--- src/rtl/hazard_pkg.sv ---
package hazard_pkg;

    // Execute-stage operand source
    typedef enum logic [1:0] {
        FWD_RF  = 2'd0,
        FWD_MEM = 2'd1,
        FWD_WB  = 2'd2
    } fwd_sel_e;

    // Pipeline front-end control produced by the interlock
    typedef struct packed {
        logic pc_we;
        logic ifid_we;
        logic idex_bubble;
    } hz_ctl_t;

    function automatic hz_ctl_t ctl_from_stall(input logic stall);
        hz_ctl_t c;
        c.pc_we       = ~stall;
        c.ifid_we     = ~stall;
        c.idex_bubble = stall;
        return c;
    endfunction

endpackage

--- src/rtl/hz_match.sv ---
module hz_match #(
    parameter int REG_W = 5
) (
    input  logic [REG_W-1:0] src,
    input  logic [REG_W-1:0] dst,
    input  logic             wr,
    output logic             hit
);
    // A writer targets this source; register 0 is never a real producer
    assign hit = wr && (dst != '0) && (dst == src);
endmodule

--- src/rtl/hz_stall_detect.sv ---
module hz_stall_detect
    import hazard_pkg::*;
#(
    parameter int NSRC = 2
) (
    input  logic [NSRC-1:0] ex_hit,
    input  logic [NSRC-1:0] mem_hit,
    input  logic            id_branch,
    input  logic            ex_load,
    input  logic            mem_load,
    output logic            stall,
    output hz_ctl_t         ctl
);
    logic load_use;
    logic br_on_ex;
    logic br_on_mem_load;

    always_comb begin
        load_use       = ex_load && (|ex_hit);
        br_on_ex       = id_branch && (|ex_hit);
        br_on_mem_load = id_branch && mem_load && (|mem_hit);
        stall          = load_use || br_on_ex || br_on_mem_load;
        ctl            = ctl_from_stall(stall);
    end
endmodule

--- src/rtl/hz_ex_fwd_pre.sv ---
module hz_ex_fwd_pre
    import hazard_pkg::*;
#(
    parameter int NSRC = 2
) (
    input  logic                 clk,
    input  logic                 rst,
    input  logic [NSRC-1:0]      ex_hit,
    input  logic [NSRC-1:0]      mem_hit,
    input  logic                 stall,
    output fwd_sel_e [NSRC-1:0]  sel_q
);
    // Producers move one stage on at the edge: EX->MEM, MEM->WB
    for (genvar i = 0; i < NSRC; i++) begin : g_op
        always_ff @(posedge clk) begin
            if (rst) begin
                sel_q[i] <= FWD_RF;
            end else if (stall) begin
                sel_q[i] <= FWD_RF;
            end else if (ex_hit[i]) begin
                sel_q[i] <= FWD_MEM;
            end else if (mem_hit[i]) begin
                sel_q[i] <= FWD_WB;
            end else begin
                sel_q[i] <= FWD_RF;
            end
        end
    end
endmodule

--- src/rtl/hz_id_fwd.sv ---
module hz_id_fwd #(
    parameter int NSRC = 2
) (
    input  logic [NSRC-1:0] mem_hit,
    input  logic            id_branch,
    input  logic            mem_load,
    output logic [NSRC-1:0] id_sel
);
    // Only an ALU result already past execute can feed the comparator
    for (genvar i = 0; i < NSRC; i++) begin : g_op
        assign id_sel[i] = id_branch && !mem_load && mem_hit[i];
    end
endmodule

--- src/rtl/hazard_fwd_unit.sv ---
module hazard_fwd_unit
    import hazard_pkg::*;
#(
    parameter int REG_W = 5
) (
    input  logic             clk,
    input  logic             rst,
    input  logic [REG_W-1:0] id_src_a,
    input  logic [REG_W-1:0] id_src_b,
    input  logic             id_branch,
    input  logic [REG_W-1:0] ex_dst,
    input  logic             ex_wr,
    input  logic             ex_load,
    input  logic [REG_W-1:0] mem_dst,
    input  logic             mem_wr,
    input  logic             mem_load,
    output logic [1:0]       ex_fwd_a,
    output logic [1:0]       ex_fwd_b,
    output logic             id_fwd_a,
    output logic             id_fwd_b,
    output logic             pc_we,
    output logic             ifid_we,
    output logic             idex_bubble
);
    localparam int NSRC = 2;

    logic [NSRC-1:0][REG_W-1:0] srcs;
    logic [NSRC-1:0]            ex_hit;
    logic [NSRC-1:0]            mem_hit;
    logic [NSRC-1:0]            id_sel;
    fwd_sel_e [NSRC-1:0]        sel_q;
    logic                       stall;
    hz_ctl_t                    ctl;

    assign srcs = {id_src_b, id_src_a};

    for (genvar i = 0; i < NSRC; i++) begin : g_src
        hz_match #(.REG_W(REG_W)) u_ex_m (
            .src(srcs[i]), .dst(ex_dst), .wr(ex_wr), .hit(ex_hit[i])
        );
        hz_match #(.REG_W(REG_W)) u_mem_m (
            .src(srcs[i]), .dst(mem_dst), .wr(mem_wr), .hit(mem_hit[i])
        );
    end

    hz_stall_detect #(.NSRC(NSRC)) u_stall (
        .ex_hit(ex_hit), .mem_hit(mem_hit), .id_branch(id_branch),
        .ex_load(ex_load), .mem_load(mem_load),
        .stall(stall), .ctl(ctl)
    );

    hz_ex_fwd_pre #(.NSRC(NSRC)) u_pre (
        .clk(clk), .rst(rst), .ex_hit(ex_hit), .mem_hit(mem_hit),
        .stall(stall), .sel_q(sel_q)
    );

    hz_id_fwd #(.NSRC(NSRC)) u_idf (
        .mem_hit(mem_hit), .id_branch(id_branch), .mem_load(mem_load),
        .id_sel(id_sel)
    );

    assign ex_fwd_a    = sel_q[0];
    assign ex_fwd_b    = sel_q[1];
    assign id_fwd_a    = id_sel[0];
    assign id_fwd_b    = id_sel[1];
    assign pc_we       = ctl.pc_we;
    assign ifid_we     = ctl.ifid_we;
    assign idex_bubble = ctl.idex_bubble;
endmodule

--- config.mk ---
export PLATFORM = sky130hd
export DESIGN_NAME = hazard_fwd_unit
export DESIGN_NICKNAME = d
export VERILOG_FILES = /design/src/rtl/hazard_pkg.sv /design/src/rtl/hz_match.sv /design/src/rtl/hz_stall_detect.sv /design/src/rtl/hz_ex_fwd_pre.sv /design/src/rtl/hz_id_fwd.sv /design/src/rtl/hazard_fwd_unit.sv
export SDC_FILE = /design/constraint.sdc
export NUM_CORES = 1
export LEC_CHECK = 0
export BUFFER_PORTS_ARGS = -buffer_cell sky130_fd_sc_hd__buf_2
export CAP_MARGIN = 10
export CORE_AREA = 2 2 39 41
export DETAILED_ROUTE_END_ITERATION = 10
export DIE_AREA = 0 0 41 43
export PLACE_DENSITY = 0.7
export SYNTH_ARGS = -nofsm -noshare
export SYNTH_HDL_FRONTEND = slang
export SYNTH_SLANG_ARGS = --single-unit
--- constraint.sdc ---
create_clock -name clk -period 5.2 [get_ports clk]
set_input_delay 1.04 -clock clk [delete_from_list [all_inputs] [get_ports clk]]
set_output_delay 1.04 -clock clk [all_outputs]
set_load 0.01 [all_outputs]
After elaboration in Yosys (flattened, before gate mapping):

Cells that the tools add are included.

* flip-flop bits (word level): 4
* input port bits: 27
* output and inout bits: 9
* word-level logic and storage cells: 36

* equal/unequal tests: 4
* mux-type cells: 4
* bitwise logic cells: 1
* reductions and logical operators: 23

Operators with widths (number)
* $eq 5x5->1: 4
* $logic_and 1x1->1: 13
* $reduce_bool 5->1: 2
* $reduce_or 2->1: 3
* $reduce_or 3->1: 2
* $mux 2: 2
* $logic_or 1x1->1: 2
* $mux 1: 2
* $logic_not 1->1: 1
* $not 1->1: 1

Logic depth before layout (Yosys ltp):

* depth after elaboration: 8
* depth in mapped cells: 6
* mapped depth without buffers: 5

By module:

A second synthesis with hierarchy kept.

* cells, all modules: 56
* area total of the unflattened synthesis: 491.7 µm²

By module, submodules not included
* hz_match: times used 4, cells an instance 10, area each 76.3 µm², sequential area each 0.0 µm²
* hz_ex_fwd_pre: times used 1, cells an instance 8, area each 125.1 µm², sequential area each 80.1 µm²
* hz_stall_detect: times used 1, cells an instance 6, area each 43.8 µm², sequential area each 0.0 µm²
* hz_id_fwd: times used 1, cells an instance 2, area each 17.5 µm², sequential area each 0.0 µm²

Worst setup path after synthesis:

Ideal clock, no wire load.

* path kind: input to output
* from: in mem_dst[0]
* to: out pc_we
* data arrival time: 2.206 ns
* data required time: 4.160 ns
* path slack: 1.954 ns
* stages: 5
* path buffers: 1
* cell sequence: or4_1 o21ai_0 a211o_1 and2_1 buf_4

* cells in the longest elaborated chain, start to end: 7
* elaborated cells on any way between the ends: 10
* classes of those cells: eq/ne (2); bitwise (1); reduce/logical (7)

Ends and longest elaborated chain
* start, declared: RTL line hazard_fwd_unit.sv:14 `input logic [REG_W-1:0] mem_dst,`
* $reduce_bool 5->1: RTL line hz_match.sv:10 `assign hit = wr && (dst != '0) && (dst == src);`
* $logic_and 1x1->1 (2 in series): RTL line hz_match.sv:10
* $reduce_or 2->1 *: RTL line hz_stall_detect.sv:21 `br_on_mem_load = id_branch && mem_load && (|mem_hit);`
* $logic_and 1x1->1 *: RTL line hz_stall_detect.sv:21
* $logic_or 1x1->1 *: RTL line hz_stall_detect.sv:22 `stall = load_use || br_on_ex || br_on_mem_load;`
* $not 1->1 *
* end, declared: RTL line hazard_fwd_unit.sv:21 `output logic pc_we,`

Mark *: on every way between the ends. The rest lies on a longest branch, timed or not.

Final worst setup path:

* from: in mem_dst[0]
* to: out ifid_we

* cells in the longest elaborated chain, start to end: 7
* elaborated cells on any way between the ends: 10
* classes of those cells: eq/ne (2); bitwise (1); reduce/logical (7)

Ends and longest elaborated chain
* $reduce_bool 5->1: RTL line hz_match.sv:10
* $logic_and 1x1->1 (2 in series): RTL line hz_match.sv:10
* $reduce_or 2->1 *: RTL line hz_stall_detect.sv:21
* $logic_and 1x1->1 *: RTL line hz_stall_detect.sv:21
* $logic_or 1x1->1 *: RTL line hz_stall_detect.sv:22
* $not 1->1 *: RTL line hazard_pkg.sv:20 `c.ifid_we = ~stall;`
* end, declared: RTL line hazard_fwd_unit.sv:22 `output logic ifid_we,`

Marks and branches as above.

==> out/results.tsv <==
stage	metric	value	unit
finish	fin_area	650.6	µm²
routing	wl_per_cell	10.66	µm
routing	vias	515	
clock_network	cts_made_buffers	3	
grt	grt.total_usage	0.1508	
synth	synth.most_common_cell	xor2_1	
clock_network	cts_root_buffer	clkbuf_4	
critical_path	slowest_stage	or4_1	
routing	viasPerCell	4.769	
routing	wl_met2	606	µm
grt	overflow	0	
placement	placed_area	628.1	µm²
sta	fmax	0.2957	GHz
placement	hpwl	1058	µm
floorplan	num_rows	14	
synth	synth-seq-cells	4	
synth	syn-num-nets	82	
pwr	p_clk_frac	0.352	
sta	setup-tns-final	0	ns
floorplan	fp.dieArea	0.001763	mm²
finish	stdcell_count	108	
critical_path	worstSetupEndpointType	output port	
sta	setup_violations	0	
critical_path	cpPeakStageDelay	0.50	ns
pwr	power_frac_seq	0.291	
routing	wl_met1	457	µm
clock_network	cts_resized	0	
clock_network	h-tree-depth	1	
critical_path	cp-start-kind	input port	
critical_path	crit_chain	buf_2 > or4_1 > o21ai_0 > a211o_1 > and2_1 > buf_2	
synth	synthArstFlopShare	0	
finish	reg.largest.list	u_pre.sel_q: 4 flops	
sta	grt_setup_unrepaired	false	
floorplan	ios	36	
min_path	hold_path.class	in2reg	
routing	top_layer	met3	
finish	largest_register_ffs	4	
synth	syn_avg_cell_area	8.008	µm²
critical_path	path_class	in2out	
finish	drive_gt1_frac	0.4783	
routing	wl_met3	86	µm
sta	final_max_slew_viol_count	0	
clock_network	cts_tree	done	
pwr	p_comb_frac	0.356	
finish	largest-register	u_pre.sel_q	
placement	placed_cells	105	
sta	min_period_over_period	0.6503	
pwr	ir_drop	0.05185	mV
pwr	p_sw	30.80	µW
sta	worstMarginPinSlew	0.2849	ns
finish	nets	121	
placement	io_buffers	35	
clock_network	cts_sinks	4	
clock_network	cts_setup_buffers	0	
synth	yosys_warnings	0	
grt	grt_max_degree	5	
floorplan	start_util	0.3183	
placement	place.gp.congestion	0.7375	
floorplan	core_area	0.001384	mm²
pwr	p_per_area	163.8	mW/mm²
pwr	p_int	75.79	µW
clock_network	clock_path_buffers	2	
synth	synthTopCellsByArea	xor2_1 (24%), dfxtp_1 (18%), xnor2_1 (16%)	
pwr	p_total	106.6	µW
synth	syn-cell-area	440.4	µm²
floorplan	die_w	41	µm
routing	drt-initial-drc-count	0	
routing	ant_nets	0	
grt	antenna_found_initial	0	
synth	synth_ff_type	dfxtp_1	
routing	finalWirelength	1151	µm
synth	synth_area_leader_cell	xor2_1	
routing	dr.pass1.iters	1	
sta	relSlewSlack	0.8081	
pwr	p_sw_frac	0.2890	
critical_path	critPathRequiredTime	4.16	ns
routing	drc	0	
critical_path	critPathArrivalTime	2.34	ns
synth	synth.distinct_cells	19	
sta	finalHoldViolations	0	
run_status	outcome	finished clean	
pwr	power_leakage	0.0003049	µW
run	maxCapViolCount	0	
clock_network	clkTransAtPathRegs	0.04	ns
synth	synthTopCellsByCount	xor2_1 (12), xnor2_1 (8), dfxtp_1 (4), nand3_1 (4), nor3_1 (4)	
grt	grt_pass1_vias	448	
finish	antenna_cells	0	
critical_path	crit_path_max_fanout	3	
synth	synthCells	55	
synth	synth_top_area_frac	0.2386	
synth	seq_area_frac_synth	0.1818	
grt	grt_pass1_wl	1835	µm
floorplan	die_h	43	µm
synth	synth-edff-count	0	
critical_path	cp_common_cell	buf_2	
finish	synthToLayoutAreaGrowth	47.73	%
sta	period_needed	3.382	ns
clock_network	hold_buffers	0	
-- area by class of cell --
| cell class | instances | area [µm²] |
|---|---|---|
| well taps | 16 | 20.02 |
| multi-input cells | 49 | 349.1 |
| fillers | 142 | 733.2 |
| flip-flops and latches | 4 | 80.08 |
| repair buffers | 35 | 175.2 |
| inverters | 1 | 3.754 |
| clock buffers | 3 | 22.52 |
-- metal layers --
layer	vias up	track usage
met1	219	0.1709
met4	0	0.08000
met3	0	0.01571
li1	269	-
met2	27	0.2563
met5	-	0
-- critical path: cells and delay by family --
family,cells,cell delay (ns)
AND/OR/NAND/NOR,2,0.63
AO/OA/AOI/OAI,2,0.43
buffers and inverters,2,0.24
-- path summary, 6_finish.rpt --
check / startpoint / to / slack (ns) / cells after the start
max: mem_dst[0] / ifid_we / 1.82 / 6
min: rst / u_pre.sel_q[2] / 1.01 / 2
-- power by group through the flow --
stage	Clock, µW	Sequential (µW)	Combinational, µW
after global routing	44.5	31.0	41.8
after detailed placement	0	31.5	38.3
after global placement	0	31.5	37.2
after floorplan	0	31.6	19.0
final	37.6	31.0	38.0
after CTS	39.1	31.0	38.4
-- cell families (layout without fill, tap and decap cells) --
family,after synthesis,count (layout),synth area share
AND/OR/NAND/NOR,21,21,0.2642
XOR/XNOR,20,20,0.3977
AO/OA/AOI/OAI,8,8,0.1307
flip-flops,4,4,0.1818
buffers and inverters,2,39,0.02557
-- through the flow --
| step | hold slack (ns) | setup WS, ns | util |
|---|---|---|---|
| floorplan | 1.116 | 1.954 | - |
| global placement | 1.249 | 1.835 | 0.4539 |
| detailed placement | 1.250 | 1.820 | 0.4539 |
| CTS | 1.006 | 1.813 | 0.4702 |
| global route | 1.001 | 1.702 | 0.4702 |
| finish | 1.013 | 1.818 | 0.4702 |
-- cells in the final DEF, fill, tap and decap left out --
cell type / Yosys / routed
a211o_1: 1 / 1
a211o_2: 1 / 1
a211oi_1: 2 / 2
and2_1: 1 / 1
buf_2: 0 / 35
clkbuf_4: 0 / 3
dfxtp_1: 4 / 4
inv_2: 1 / 1
nand2_1: 2 / 2
nand3_1: 4 / 4
nor2_1: 3 / 3
nor3_1: 4 / 4
nor4_1: 2 / 2
o21ai_0: 3 / 3
o21ai_2: 1 / 1
or2_2: 1 / 1
or3b_2: 2 / 2
or4_1: 2 / 2
xnor2_1: 8 / 8
xor2_1: 12 / 12
(Power assumes the default switching activity.)
